`src/rtl/tslot_pkg.sv`:
```
package tslot_pkg;
  typedef enum logic [1:0] {LVL_LO = 2'd0, LVL_MD = 2'd1, LVL_HI = 2'd2} lvl_e;
  typedef enum logic [1:0] {ST_SEL, ST_NOP, ST_GNT, ST_XFR} st_e;

  localparam int NUM_SLOT = 7;
  localparam int PTR_W    = 3;
  localparam int NUM_LVL  = 3;

  // slot-to-level pattern: H M H L H M H
  function automatic lvl_e slot_lvl(input logic [PTR_W-1:0] ptr);
    lvl_e l;
    case (ptr)
      3'd1, 3'd5: l = LVL_MD;
      3'd3:       l = LVL_LO;
      default:    l = LVL_HI;
    endcase
    return l;
  endfunction

  function automatic lvl_e prio_dec(input logic [1:0] f);
    lvl_e l;
    case (f)
      2'b00:   l = LVL_LO;
      2'b01:   l = LVL_MD;
      default: l = LVL_HI;
    endcase
    return l;
  endfunction
endpackage

```
`src/rtl/tslot_ovh_cnt.sv`:
```
module tslot_ovh_cnt #(
  parameter int W = 4
) (
  input  logic         clk_i,
  input  logic         rst_ni,
  input  logic         load_i,
  input  logic [W-1:0] val_i,
  output logic         zero_o
);
  logic [W-1:0] cnt_q;

  always_ff @(posedge clk_i or negedge rst_ni) begin
    if (!rst_ni)                cnt_q <= '0;
    else if (load_i)            cnt_q <= val_i;
    else if (cnt_q != '0)       cnt_q <= cnt_q - W'(1);
  end

  assign zero_o = (cnt_q == '0);
endmodule

```
`src/rtl/tslot_lvl_round.sv`:
```
module tslot_lvl_round #(
  parameter int NUM_CH = 8,
  parameter int CH_W   = 3
) (
  input  logic              clk_i,
  input  logic              rst_ni,
  input  logic [NUM_CH-1:0] req_i,
  input  logic              take_i,
  output logic              any_o,
  output logic              new_rnd_o,
  output logic [CH_W-1:0]   ch_o
);
  logic [NUM_CH-1:0] srv_q;
  logic [NUM_CH-1:0] unsrv;
  logic [NUM_CH-1:0] cand;
  logic              wrap;

  assign unsrv     = req_i & ~srv_q;
  assign wrap      = (unsrv == '0);
  assign cand      = wrap ? req_i : unsrv;
  assign any_o     = |req_i;
  assign new_rnd_o = wrap || (srv_q == '0);

  // lowest index wins
  always_comb begin
    ch_o = '0;
    for (int i = NUM_CH - 1; i >= 0; i--) begin
      if (cand[i]) ch_o = CH_W'(i);
    end
  end

  always_ff @(posedge clk_i or negedge rst_ni) begin
    if (!rst_ni)     srv_q <= '0;
    else if (take_i) srv_q <= (wrap ? '0 : srv_q) | (NUM_CH'(1) << ch_o);
  end
endmodule

```
`src/rtl/tslot_sched.sv`:
```
module tslot_sched
  import tslot_pkg::*;
#(
  parameter int NUM_CH   = 8,
  parameter int XFER_CYC = 6,
  parameter int NOP_CYC  = 4,
  localparam int CH_W    = (NUM_CH > 1) ? $clog2(NUM_CH) : 1
) (
  input  logic                clk_i,
  input  logic                rst_ni,
  input  logic [NUM_CH-1:0]   req_i,
  input  logic [2*NUM_CH-1:0] prio_i,
  input  logic                done_i,
  output logic                grant_vld_o,
  output logic [CH_W-1:0]     grant_ch_o,
  output logic                busy_o
);
  localparam int OVH_MAX = (XFER_CYC > NOP_CYC) ? XFER_CYC : NOP_CYC;
  localparam int CNT_W   = $clog2(OVH_MAX + 1);

  st_e              st_q;
  logic [PTR_W-1:0] ptr_q;
  logic [CH_W-1:0]  ch_q;

  logic [NUM_CH-1:0] lvl_req [NUM_LVL];
  logic [NUM_LVL-1:0] lvl_any, lvl_new, take;
  logic [CH_W-1:0]   lvl_ch [NUM_LVL];

  lvl_e       slot_l, sel_l;
  logic       sel_ok;
  logic       cnt_ld, cnt_zero;
  logic [CNT_W-1:0] cnt_val;

  // split requests by level
  for (genvar l = 0; l < NUM_LVL; l++) begin : g_lvl
    for (genvar c = 0; c < NUM_CH; c++) begin : g_ch
      assign lvl_req[l][c] = req_i[c] && (prio_dec(prio_i[2*c +: 2]) == lvl_e'(l));
    end
    assign take[l] = (st_q == ST_SEL) && sel_ok && (sel_l == lvl_e'(l));

    tslot_lvl_round #(.NUM_CH(NUM_CH), .CH_W(CH_W)) u_round (
      .clk_i    (clk_i),
      .rst_ni   (rst_ni),
      .req_i    (lvl_req[l]),
      .take_i   (take[l]),
      .any_o    (lvl_any[l]),
      .new_rnd_o(lvl_new[l]),
      .ch_o     (lvl_ch[l])
    );
  end

  // slot level first, then H, M, L fallback
  always_comb begin
    slot_l = slot_lvl(ptr_q);
    sel_ok = |lvl_any;
    if (lvl_any[slot_l])      sel_l = slot_l;
    else if (lvl_any[LVL_HI]) sel_l = LVL_HI;
    else if (lvl_any[LVL_MD]) sel_l = LVL_MD;
    else                      sel_l = LVL_LO;
  end

  assign cnt_ld  = ((st_q == ST_SEL) && sel_ok && lvl_new[sel_l]) ||
                   ((st_q == ST_GNT) && done_i);
  assign cnt_val = (st_q == ST_SEL) ? CNT_W'(NOP_CYC - 1) : CNT_W'(XFER_CYC - 1);

  tslot_ovh_cnt #(.W(CNT_W)) u_ovh (
    .clk_i (clk_i),
    .rst_ni(rst_ni),
    .load_i(cnt_ld),
    .val_i (cnt_val),
    .zero_o(cnt_zero)
  );

  always_ff @(posedge clk_i or negedge rst_ni) begin
    if (!rst_ni) begin
      st_q  <= ST_SEL;
      ptr_q <= '0;
      ch_q  <= '0;
    end else begin
      case (st_q)
        ST_SEL: if (sel_ok) begin
          ch_q <= lvl_ch[sel_l];
          st_q <= lvl_new[sel_l] ? ST_NOP : ST_GNT;
        end
        ST_NOP: if (cnt_zero) st_q <= ST_GNT;
        ST_GNT: if (done_i) begin
          st_q  <= ST_XFR;
          ptr_q <= (ptr_q == PTR_W'(NUM_SLOT - 1)) ? '0 : ptr_q + PTR_W'(1);
        end
        default: if (cnt_zero) st_q <= ST_SEL;
      endcase
    end
  end

  assign grant_vld_o = (st_q == ST_GNT);
  assign busy_o      = (st_q == ST_NOP) || (st_q == ST_XFR);
  assign grant_ch_o  = ch_q;
endmodule

```
`config.mk`:
```
export PLATFORM = sky130hd
export DESIGN_NAME = tslot_sched
export DESIGN_NICKNAME = d
export VERILOG_FILES = /design/src/rtl/tslot_pkg.sv /design/src/rtl/tslot_ovh_cnt.sv /design/src/rtl/tslot_lvl_round.sv /design/src/rtl/tslot_sched.sv
export SDC_FILE = /design/constraint.sdc
export NUM_CORES = 1
export LEC_CHECK = 0
export ABC_AREA = 1
export BUFFER_PORTS_ARGS = -buffer_cell sky130_fd_sc_hd__buf_2
export CORE_MARGIN = 4
export CORE_UTILIZATION = 54
export CTS_CLUSTER_SIZE = 28
export DETAILED_ROUTE_END_ITERATION = 7
export PLACE_DENSITY = 0.77
export SYNTH_ARGS = -nofsm -noshare
export SYNTH_HDL_FRONTEND = slang
export SYNTH_HIERARCHICAL = 1
export SYNTH_SLANG_ARGS = --single-unit
```
`constraint.sdc`:
```
create_clock -name clk_i -period 1.8 [get_ports clk_i]
set_input_delay 0.09 -clock clk_i [delete_from_list [all_inputs] [get_ports clk_i]]
set_output_delay 0.09 -clock clk_i [all_outputs]
set_load 0.05 [all_outputs]
```
### Word level (Yosys, flattened, before mapping)

Index checks and enable logic that the tools add are counted.

| word-level totals | value |
|---|---|
| word-level logic and storage cells | 191 |
| register bits after elaboration | 35 |
| output and inout bits | 5 |

| cells by class | value |
|---|---|
| muxes and demuxes | 59 |
| equal/unequal tests | 36 |
| reductions and logical operators | 71 |
| magnitude comparators | 3 |
| shift operators | 3 |
| add/subtract/negate cells | 2 |
| bitwise logic cells | 10 |

Operators with widths:

| kind | count |
|---|---|
| 3-bit two-way mux | 30 |
| 8-bit logical NOT | 6 |
| 8-bit two-way mux | 6 |
| 2-bit by 1-bit == test with 1-bit output, second input constant | 18 |
| 2-bit logical NOT | 18 |
| 2-bit one-hot mux with 2 select lines | 9 |
| 1-bit logical AND | 30 |
| 8-bit bitwise AND | 3 |
| 8-bit NOT | 3 |
| 8-bit OR | 3 |
| 24-bit OR reduction | 1 |
| 8-bit OR reduction | 3 |
| 1-bit by 3-bit << shifter with 8-bit output, first input constant | 3 |
| 2-bit == test, second input constant | 11 |
| 2-bit two-way mux | 7 |
| 3-bit binary-select mux with 2-bit select | 1 |
| 3-bit == test, second input constant | 2 |
| 2-bit by 3-bit less-than comparator with 1-bit output, second input constant | 2 |
| 2-bit != test, second input constant | 3 |
| 2-bit one-hot mux with 3 select lines | 1 |
| 3-bit nonzero test | 2 |
| 1-bit logical OR | 5 |
| 1-bit binary-select mux with 2-bit select | 2 |
| 2-bit AND reduction | 2 |
| other kinds (11) | 13 |

### Longest topological paths before layout

| depth | value |
|---|---|
| word-level depth | 18 |
| gate-level depth with buffers | 20 |

### Cells and area by module

Netlist, hierarchy kept.

By module, submodules not included:

| module | times used | sequential area each (um^2) | area each (um^2) | cells each |
|---|---|---|---|---|
| tslot_lvl_round | 3 | 200.2 | 720.7 | 113 |
| tslot_sched | 1 | 200.2 | 888.4 | 139 |
| tslot_ovh_cnt | 1 | 75.1 | 207.7 | 32 |

### Worst setup path after synthesis

OpenSTA, ideal clock, no wires.

| timing path | value |
|---|---|
| path kind | register to register |
| start point | reg st_q[0] |
| end point | reg st_q[1] |
| period minus slack after synthesis | 1.721 ns |
| arrival | 1.656 ns |
| setup slack | 0.079 ns |
| stages on the path, launching flop included | 11 |
| path through | dfrtp_1 -> inv_1 -> ha_1 -> nand2_1 -> inv_1 -> a21oi_2 -> a21oi_2 -> nand2_2 -> nor2_2 -> nand2_1 -> nand2_1 |

| between the ends | value |
|---|---|
| longest elaborated chain between the ends | 3 |
| elaborated cells on any way between the ends | 9 |

Ends and longest elaborated chain:

| item | line | text |
|---|---|---|
| start, declared | tslot_sched.sv:21 | `st_e st_q;` |
| start signal, assigned | tslot_sched.sv:83 | `st_q <= lvl_new[sel_l] ? ST_NOP : ST_GNT;` |
| 2-bit == test (*) | n/a |  |
| via grant_vld_o | tslot_sched.sv:14 | `output logic grant_vld_o,` |
| 2-bit != test (no line) or 3-bit nonzero test (tied branches) | n/a |  |
| 4-bit AND reduction (no line) | n/a |  |

The timed path passes the listed nets; every way through them passes the cells marked *.
A chain may end at the register's enable or synchronous reset.

==> summary.md <==
| Metric | Value |
|---|---|
| Outcome | finished with violations |
| Failing checks | setup timing |
| ANT nets after route | 0 |
| CP Max Fanout | 5 |
| Cts bufs inserted | 5 |
| CTS clk-pin slew, worst paths | 0.08 ns |
| Final wirelength | 9880 um |
| I/O pin total | 32 |
| Detailed Routing Iterations Pass 1 | 5 |
| WP data required | 2.00 ns |
| Initial Util | 0.554 |
| Flop2flop setup slack | -0.06 ns |
| Commonest non-fill, non-tap cells in the layout | nand2_1, nand2_2, buf_4, inv_1, dfrtp_1 |
| Hold Crit Class | in -> reg |
| Die Y | 85.7 um |
| Worst-Margin Slew | 0.849 ns |
| Sequential area share after synthesis | 0.269 |
| Post-synthesis mux area share | 0 |
| Post-synthesis sequential element count | 35 |
| RSZ-0062 raised after global routing | yes |
| Post-synthesis compound-gate area fraction | 0.0488 |
| Largest net degree at the start of global routing | 36 |
| Htree depth | 2 |
| Worst setup EP type | register |
| Post-placement worst setup slack | -0.255 ns |
| Vias in the first global route | 3487 |
| Max-slew violations | 0 |
| Tmin final | 1.86 ns |
| Clk root buf | clkbuf_8 |
| Via/cell ratio | 5.27 |
| Die X | 85.7 um |
| Initial antenna violation count | 0 |
| Rel. slew slack | 0.434 |
| Post-layout util | 0.760 |
| CTS tree | done |
| Clock buffer depth | 2 |
| CP arrival | 2.06 ns |
| Overflow after GRT | 0 |
| VDD IR max | 0.998 mV |
| Clock Latency Late Sink | 0.30 ns |
| Synth Net Count | 544 |
| Clock Skew | 0.00599 ns |
| WS Path Type | reg -> reg |
| First-pass GRT wire length | 14900 um |
| Mean cell area of the mapped netlist | 6.39 um^2 |
| Design Power | 6.30 mW |
| Gpl congestion | 0.909 |
| Residual DRC | 0 |
| Synthesized-area fraction occupied by adder cells | 0.0269 |
| Total core area | 5890 um^2 |
| # fillers | 436 |
| DR WL/cell | 14.2 um |
| XOR/XNOR share of the synthesized area | 0.00269 |
| Synth cell types | 28 |
| Mapped Cells | 510 |
| Period utilisation layout | 1.04 |
| Area grow syn2layout | 37.3% |
| Synth warn | 6 |
| PD cells | 1410 nW/um^2 |
| Max Fclk | 536 MHz |
| Multi-input logic area | 2280 um^2 |
| Post-DP HPWL | 6950 um |
| Cell area after synthesis | 3260 um^2 |
| Simple-Gate Fraction of Synth Area | 0.540 |
| Most common library cell in the layout ignoring fill and taps | nand2_1 |
| Final setup violation count | 7 |
| Total track usage | 0.251 |
| Vias | 3676 |
| Initial DRC count | 181 |
| CP startpoint kind | register |
| Antenna cells | 0 |
| DIE AREA | 7340 um^2 |
| Final WS setup | -0.0643 ns |
| Clock sink total | 35 |
| Share of cells above drive strength 1 | 0.458 |
| Row count | 28 |
| Nets | 655 |
| Maxcap violations | 0 |
| Port buffer count | 31 |
| Combinational family with the most area after synthesis | simple AND/OR/NAND/NOR gates |
| Leak | 2.53 nW |
| Final hold vios | 0 |
| FF/Latch Area | 876 um^2 |
-- cells by family after synthesis --
group                      after synthesis
adders and majority gates                7
buffers and inverters                   94
DFF                                     35
xor gates and xnor gates                 1
AOI/OAI and AO/OA                       26
other                                    1
and+or+nand+nor                        346
-- metrics by stage --
step	setup TNS, ns	instances	cell area [um^2]	hold WS [ns]
2_1_floorplan	0	510	3260	-0.206
3_3_place_gp	-4.91	669	3910	0.223
3_5_place_dp	-5.95	669	3910	0.226
4_1_cts	0	678	4060	0.170
5_1_grt	-3.00	697	4470	0.243
6_report	-0.121	697	4470	0.189
-- sequential cells by signal, summed over array words and instances (netlist names) --
register and flops:
g_lvl.u_round/srv_q 24, st_q 2, grant_ch_o 3, u_ovh/cnt_q 3, ptr_q 3
-- worst max-delay path: stages, from the launching register on --
cell and delay [ns]:
dfrtp_1 0.38, inv_1 0.08, nand2_2 0.08, nand2_2 0.07
nor2_4 0.20, nand2_4 0.09, nand2_2 0.07, nand2_2 0.05
nand2_1 0.05, nand2_1 0.05, nand2_1 0.06, nand2_1 0.06
nand2_2 0.07, nand2_4 0.06, nand2_4 0.06, inv_1 0.04
nand2_1 0.07, a21oi_2 0.05, a21oi_1 0.11, nand2_1 0.07
-- timing repair --
| item | 4_1_cts | 5_1_grt |
|---|---|---|
| endpoints found under the setup margin | 5 | 31 |
| hold buffers | 1 | 0 |
| hold endpoints to repair | 35 | 0 |
| setup buffers | 0 | 19 |
| gates resized for setup | 5 | 90 |
| pin swaps | 3 | 34 |
-- Yosys cell counts --
master,number,area share
nand2_1,184,0.21
inv_2,12,0.014
o22ai_1,2,0.0038
nand2_4,16,0.055
ha_1,7,0.027
dfrtp_1,35,0.27
xnor2_1,1,0.0027
conb_1,1,0.0012
nor4_1,6,0.012
buf_4,1,0.0023
nand3_1,32,0.049
inv_4,3,0.0058
nor2_2,9,0.017
clkinv_2,1,0.0015
a21oi_2,2,0.0054
nor2_1,19,0.022
nand3_2,2,0.0061
or2_2,1,0.0019
nor3b_1,8,0.018
nor3_1,1,0.0015
inv_1,77,0.089
nor2_4,9,0.031
o21ai_0,9,0.014
o21ai_4,1,0.0050
a21oi_1,9,0.014
a21boi_1,3,0.0069
nand4_1,20,0.038
nand2_2,39,0.075
-- layer usage --
layer / vias up / wire length (um) / part of all wire / track usage
li1: 1794 / - / - / -
met1: 1714 / 4030 / 0.41 / 0.302
met2: 120 / 4990 / 0.51 / 0.442
met3: 48 / 458 / 0.046 / 0.0432
met4: 0 / 404 / 0.041 / 0.102
met5: - / 0 / 0 / 0
-- cell type report --
type	count	area share
Timing Repair Buffer	105	0.163
Clock buffer	5	0.0154
Multi-Input combinational cell	381	0.509
Tap cell	75	0.0210
Inverter	93	0.0811
Sequential cell	35	0.196
Clock inverter	3	0.0151
-- final timing paths --
check	from	endpoint	cells after the start
setup / recovery	g_lvl[0].u_round/srv_q[4]	grant_ch_o[0]	19
hold / removal	done_i	ptr_q[0]	4
setup reg to reg	g_lvl[0].u_round/srv_q[4]	grant_ch_o[0]	19
hold reg to reg	g_lvl[0].u_round/srv_q[1]	g_lvl[0].u_round/srv_q[1]	2
max in group asynchronous	rst_ni	g_lvl[0].u_round/srv_q[7]	2
min in group asynchronous	rst_ni	g_lvl[0].u_round/srv_q[3]	2
-- report_power, final --
group | internal, mW | total [mW] | switching [mW]
sequential | 1.13 | 1.35 | 0.228
clock | 0.553 | 0.884 | 0.331
combinational | 1.58 | 4.06 | 2.49
Note: power is estimated with default switching activity, not from simulation.
